**src/rtl/poll_done_pkg.sv**
```systemverilog
package poll_done_pkg;

  typedef enum logic [1:0] {
    ST_IDLE  = 2'd0,
    ST_POLL  = 2'd1,
    ST_RECHK = 2'd2,
    ST_FINAL = 2'd3
  } pd_state_t;

  typedef enum logic [1:0] {
    V_MATCH = 2'd0,
    V_TLE   = 2'd1,
    V_AGAIN = 2'd2,
    V_LIMIT = 2'd3
  } pd_verdict_t;

endpackage

```
**src/rtl/poll_done_seq.sv**
```systemverilog
module poll_done_seq
  import poll_done_pkg::*;
#(
  parameter int ADDR_W = 24,
  parameter int DATA_W = 16
) (
  input  logic              clk,
  input  logic              rst,
  input  logic              start_i,
  input  logic [ADDR_W-1:0] addr_i,
  input  logic              expect_i,
  input  logic              rd_valid_i,
  input  logic [DATA_W-1:0] rd_data_i,
  input  pd_verdict_t       verdict_i,
  output logic              expect_o,
  output logic              cnt_clr_o,
  output logic              cnt_inc_o,
  output logic              rd_req_o,
  output logic [ADDR_W-1:0] rd_addr_o,
  output logic              busy_o,
  output logic              done_o,
  output logic              pass_o,
  output logic              fail_o,
  output logic [DATA_W-1:0] data_o
);

  pd_state_t state_q;
  logic      exp_q;

  assign expect_o  = exp_q;
  assign busy_o    = (state_q != ST_IDLE);
  assign cnt_clr_o = (state_q == ST_IDLE) && start_i;
  assign cnt_inc_o = (state_q == ST_POLL) && rd_valid_i && (verdict_i == V_AGAIN);

  always_ff @(posedge clk) begin
    if (rst) begin
      state_q   <= ST_IDLE;
      exp_q     <= 1'b0;
      rd_req_o  <= 1'b0;
      rd_addr_o <= '0;
      done_o    <= 1'b0;
      pass_o    <= 1'b0;
      fail_o    <= 1'b0;
      data_o    <= '0;
    end else begin
      rd_req_o <= 1'b0;
      done_o   <= 1'b0;
      case (state_q)
        ST_IDLE: begin
          if (start_i) begin
            state_q   <= ST_POLL;
            exp_q     <= expect_i;
            rd_addr_o <= addr_i;
            rd_req_o  <= 1'b1;
            pass_o    <= 1'b0;
            fail_o    <= 1'b0;
            data_o    <= '0;
          end
        end
        ST_POLL: begin
          if (rd_valid_i) begin
            case (verdict_i)
              V_MATCH: begin
                state_q  <= ST_FINAL;
                rd_req_o <= 1'b1;
              end
              V_TLE: begin
                state_q  <= ST_RECHK;
                rd_req_o <= 1'b1;
              end
              V_AGAIN: rd_req_o <= 1'b1;
              default: begin
                state_q <= ST_IDLE;
                fail_o  <= 1'b1;
                done_o  <= 1'b1;
              end
            endcase
          end
        end
        ST_RECHK: begin
          if (rd_valid_i) begin
            if (verdict_i == V_MATCH) begin
              state_q  <= ST_FINAL;
              rd_req_o <= 1'b1;
            end else begin
              state_q <= ST_IDLE;
              fail_o  <= 1'b1;
              done_o  <= 1'b1;
            end
          end
        end
        default: begin
          if (rd_valid_i) begin
            state_q <= ST_IDLE;
            data_o  <= rd_data_i;
            pass_o  <= 1'b1;
            done_o  <= 1'b1;
          end
        end
      endcase
    end
  end

endmodule

```
**config.mk**
```make
export PLATFORM = sky130hd
export DESIGN_NAME = poll_done_seq
export DESIGN_NICKNAME = d
export VERILOG_FILES = /design/src/rtl/poll_done_pkg.sv /design/src/rtl/poll_done_seq.sv
export SDC_FILE = /design/constraint.sdc
export NUM_CORES = 1
export LEC_CHECK = 0
export BUFFER_PORTS_ARGS = -buffer_cell sky130_fd_sc_hd__buf_2
export CAP_MARGIN = 20
export CORE_AREA = 2 2 68 70
export DETAILED_ROUTE_END_ITERATION = 10
export DIE_AREA = 0 0 70 72
export GPL_TIMING_DRIVEN = 0
export PLACE_DENSITY = 0.78
export SLEW_MARGIN = 20
export SYNTH_ARGS = -nofsm -noshare
export SYNTH_HDL_FRONTEND = slang
export SYNTH_SLANG_ARGS = --single-unit
```
**constraint.sdc**
```tcl
create_clock -name clk -period 2.2 [get_ports clk]
set_input_delay 0.22 -clock clk [delete_from_list [all_inputs] [get_ports clk]]
set_output_delay 0.22 -clock clk [all_outputs]
set_load 0.01 [all_outputs]
```
---- Word level (Yosys, flattened, before mapping) ----
Index checks and enable logic that the tools add are counted.
operators by class
  multipliers ............................. 0
  magnitude comparators ................... 0
  bitwise operators ....................... 1
  equal/unequal tests ..................... 10
  divide/modulo/power cells ............... 0
  reductions and logical operators ........ 14
  shift-type cells ........................ 0
  add/sub/neg operators ................... 0
  multiplexer cells ....................... 30
operator list
  kind                count
  $mux 16             2
  $pmux 16 s2         1
  $mux 1              16
  $ne 2x2->1 const B  6
  $pmux 2 s3          2
  $mux 2              5
  $pmux 1 s3          3
  $reduce_and 6->1    1
  $reduce_and 5->1    1
  $eq 2x1->1 const B  2
  $eq 2x2->1 const B  2
  $logic_not 2->1     2
  $reduce_bool 2->1   2
  $logic_and 1x1->1   3
  $reduce_and 3->1    1
  $reduce_bool 3->1   1
  $reduce_or 3->1     1
  $pmux 1 s2          1
  $reduce_and 2->1    1
  $reduce_or 2->1     1
  $not 1->1           1
word-level totals
  register bits ........................... 47
  word-level logic and storage cells ...... 63
  ROM bits ................................ 0
  output and inout port bits .............. 48
  bits in latches ......................... 0
  memory bits (writable) .................. 0
  memories ................................ 0

---- Depth between registers and ports, before layout ----
  depth after elaboration ................. 5
  mapped depth ............................ 8
  depth with buffers taken out ............ 6

---- Worst setup path after synthesis ----
No wires, ideal clock.
  path type ............................... register to register
  start ................................... register state_q[0]
  end ..................................... register data_o[7]
  library setup time ...................... 128 ps
  stages on the path, launching flop included .. 9
  slack ................................... 517 ps
  buffers on the path ..................... 2
  arrival ................................. 1556 ps
  cell sequence ........................... dfxtp_1 -> inv_1 -> ha_1 -> nand2b_2 -> a21o_1 -> buf_2 -> buf_6 -> a22oi_1 -> nor2_1
between the ends
  longest elaborated chain between the ends .. 4
ends and longest elaborated chain
  element                                          RTL line             source
  from (decl)                                      poll_done_seq.sv:27  pd_state_t state_q;
  from (signal assigned)                           poll_done_seq.sv:37  state_q <= ST_IDLE;
  from (signal assigned)                           poll_done_seq.sv:51  state_q <= ST_POLL;
  from (signal assigned)                           poll_done_seq.sv:64  state_q <= ST_FINAL;
  $eq 2x1->1 / $eq 2x2->1 (equally long branches)  poll_done_seq.sv:48  case (state_q)
  $reduce_or 2->1 (no line)                        -
  $not 1->1 (no line)                              -
  $reduce_and 3->1 (no line)                       -
  to (signal assigned)                             poll_done_seq.sv:95  data_o <= rd_data_i;
  to (decl)                                        poll_done_seq.sv:24  output logic [DATA_W-1:0] data_o
Several ways; a longest one is shown, not always the timed one.
A chain may end at the register's enable or synchronous reset.

---- Worst setup path in the final report ----
  start ................................... register state_q[0]
  end ..................................... output cnt_clr_o
between the ends
  longest elaborated chain between the ends .. 2
ends and longest elaborated chain
  element            RTL line             source
  $logic_not 2->1    poll_done_seq.sv:32  assign cnt_clr_o = (state_q == ST_IDLE) && start_i;
  $logic_and 1x1->1  poll_done_seq.sv:32
  to (decl)          poll_done_seq.sv:16  output logic cnt_clr_o,
No other way between the ends.

==> flow_summary_export.csv <==
group,metric,value,unit
outcome,status,"completed",
synthesis,synth_most_common_cell,"nand2_1",
sta,hold_viol_final,0,
cells_and_area,drive_gt1_frac,0.382,
placed_design,dp_hpwl,3.34,mm
setup_path,arrival,1780,ps
cells_and_area,insertedDiodeCount,0,
synthesis,synth_compound_area_frac,0.208,
synthesis,yosys.area_share.xor_xnor,0,
floorplan,die_area,5040,sq um
cells_and_area,finalInstanceArea,2530,sq um
synthesis,ys_top_cells_by_area,"dfxtp_1, nand2_1, a21oi_1",
grt,grtUsageTotal,0.177,
synthesis,synth-seq-area-share,0.505,
setup_path,cp-start-kind,"register",
setup_path,worstRegToRegCells,8,
power,power_density,1020,nW/um^2
sta,clock.fmax,500,MHz
synthesis,synth_top_family_by_area,"compound AO/OA/AOI/OAI gates",
routing,num_vias,1757,
routing,drt-total-wl,4.43,mm
routing,drt-pass1-iter-count,4,
sta,final.min_clock_period,2000,ps
grt,grt_max_degree,15,
floorplan,fp.dieW,70,um
synthesis,netlist.area_leader.share,0.505,
synthesis,yosys.area_share.simple,0.188,
clock_tree,worstSkewPairLatency,300,ps
clock_tree,cts_tree,"built",
placed_design,dp_worst_setup_slack,349,ps
setup_path,rrSetupSlack,320,ps
clock_tree,cts.clk_slew.worst_paths,90,ps
clock_tree,clkSinkCount,47,
min_path,worstHoldEndpoint,"rd_addr_o[20]$_SDFFE_PP0P_",
setup_path,worstReg2RegStart,"state_q[0]$_SDFFE_PP0P_",
floorplan,fp-row-count,24,
routing,drt_iter0_drc,93,
min_path,worstHoldPathType,"in -> reg",
min_path,hold_depth,3,
synthesis,ys.warnings.count,0,
setup_path,crit_fanout,10,
synthesis,synthTopCellsByCount,"nand2_1, dfxtp_1, a21oi_1",
sta,fin_tns_setup,0,ps
routing,routed-wl-met3,373,um
synthesis,yosys.area.top_type,"dfxtp_1",
placed_design,place_congestion,0.863,
routing,via_per_inst,4.80,
grt,grt_overflow,0,
power,ir_drop,0.486,mV
grt,grt_first_pass_wirelength,7.15,mm
synthesis,syn-mean-instance-area,8.74,sq um
min_path,min-delay-start,"addr_i[20]",
setup_path,r2r_end,"data_o[7]$_SDFFE_PP0P_",
clock_tree,cts_resized,0,
floorplan,initial_utilization,0.437,
routing,routedWlPerCell,12.1,um
clock_tree,root_buffer,"clkbuf_8",
sta,rsz0062_at_grt,"no",
placed_design,place_area,2390,sq um
placed_design,io_buffers,93,
routing,dr_wl_met2,1.97,mm
synthesis,yosys_most_used_dff,"dfxtp_1",
routing,top_layer,"met4",
sta,worstMarginPinSlew,468,ps
cells_and_area,nets,367,
synthesis,synthArstFlopShare,0,
sta,worst_slack,199,ps
job,cap_violations,0,
routing,drtAntennaViolNets,0,
synthesis,synthMuxAreaShare,0,
synthesis,syn_inst,213,
setup_path,cp_data_required_time,1980,ps
grt,grt_pass1_vias,1610,
cells_and_area,area_delta_synth_final,35.8,%
clock_tree,ctsHoldBuffers,0,
cells_and_area,nFillCells,393,
sta,setup_viol,0,
clock_tree,cts_buffers,5,
setup_path,path_class,"reg -> out",
synthesis,syn_nets,267,
synthesis,ys_types,29,
synthesis,syn-cell-area,1860,sq um
grt,antenna_found_initial,0,
setup_path,end_kind,"primary output",
sta,clock_skew,4.92,ps
synthesis,synth_edf_count,0,
routing,drcViolationCount,0,
clock_tree,htree_levels,2,
floorplan,core_area,4260,sq um
sta,drv_slew,0,
floorplan,die_y,72,um
sta,period_share,0.909,
synthesis,synth_fa_ha_area_frac,0.0524,
clock_tree,cts_setup_buffers,0,
floorplan,io_pins,95,
sta,relSlewSlack,0.688,
clock_tree,clk_path_buf_depth,2,
synthesis,synth_seq_cells,47,
routing,wl_met1,2.00,mm
power,power_leakage,1.23,nW
worst max-delay path, stage by stage, from the launching register on:
cell and delay [ps]:
dfxtp_1 380, inv_1 130, ha_1 240, nand2_2 160, inv_2 170, buf_2 240
buf_2 160
worst max-delay path by stage:
stage / start / end / cells after the start
floorplan: state_q[0]$_SDFFE_PP0P_ / data_o[7]$_SDFFE_PP0P_ / 8
global placement: state_q[0]$_SDFFE_PP0P_ / cnt_clr_o / 6
detailed placement: state_q[0]$_SDFFE_PP0P_ / data_o[7]$_SDFFE_PP0P_ / 8
CTS: state_q[0]$_SDFFE_PP0P_ / cnt_clr_o / 6
global route: state_q[0]$_SDFFE_PP0P_ / cnt_clr_o / 6
finish: state_q[0]$_SDFFE_PP0P_ / cnt_clr_o / 6
logic make-up (layout without fill, tap and decap cells):
group,Yosys count,after routing
buffers and inverters,19,120
flip-flops,47,47
adder cells (fa/ha/maj),8,8
AND/OR/NAND/NOR,84,84
AO/OA/AOI/OAI,55,55
through the flow:
| stage | utilization | hold slack (ps) | power [mW] | cells |
|---|---|---|---|---|
| after CTS | 0.592 | 145 | 2.60 | 366 |
| after global placement | 0.561 | 440 | 1.85 | 358 |
| after global routing | 0.593 | 146 | 2.73 | 366 |
| after floorplan | - | 356 | 1.59 | 213 |
| final | 0.593 | 151 | 2.58 | 366 |
| after detailed placement | 0.561 | 443 | 1.86 | 358 |
layout by cell type, fill, tap and decap left out, types with 2 or more instances in the layout:
cell type | synthesis | layout
dfxtp_1 | 47 | 47
buf_2 | 3 | 96
bufinv_16 | 0 | 2
a22oi_2 | 9 | 9
ha_1 | 7 | 7
clkbuf_8 | 0 | 5
a21oi_1 | 31 | 31
clkbuf_1 | 7 | 8
a22oi_1 | 8 | 8
nand2_1 | 54 | 53
inv_1 | 6 | 6
nor2_1 | 21 | 21
nor3_1 | 2 | 2
power breakdown:
part,internal (mW),leakage (nW),switching (mW)
Clock,0.454,0.0654,0.282
Sequential,0.966,0.384,0.0645
Combinational,0.339,0.776,0.472
Total,1.76,1.23,0.819
state kept, by name, summed over array words and instances, names as in the netlist:
signal / flops
rd_addr_o: 24
data_o: 16
state_q: 2
done_o: 1
expect_o: 1
fail_o: 1
pass_o: 1
rd_req_o: 1
layout make-up:
cell class / count / area (sq um) / share of cell area
Buffer: 12 / 60.1 / 0.0238
Clock buffer: 6 / 72.6 / 0.0287
Clock inverter: 2 / 60.1 / 0.0238
Inverter: 7 / 26.3 / 0.0104
Multi-Input combinational cell: 147 / 837 / 0.331
Sequential cell: 47 / 941 / 0.372
Tap cell: 52 / 65.1 / 0.0257
Timing Repair Buffer: 93 / 465 / 0.184
layer usage:
| layer | GRT usage | vias up |
|---|---|---|
| li1 | - | 913 |
| met1 | 0.215 | 764 |
| met2 | 0.292 | 72 |
| met3 | 0.0653 | 8 |
| met4 | 0.0641 | 0 |
| met5 | 0 | - |
No activity file was read; power rests on OpenSTA's default activity.
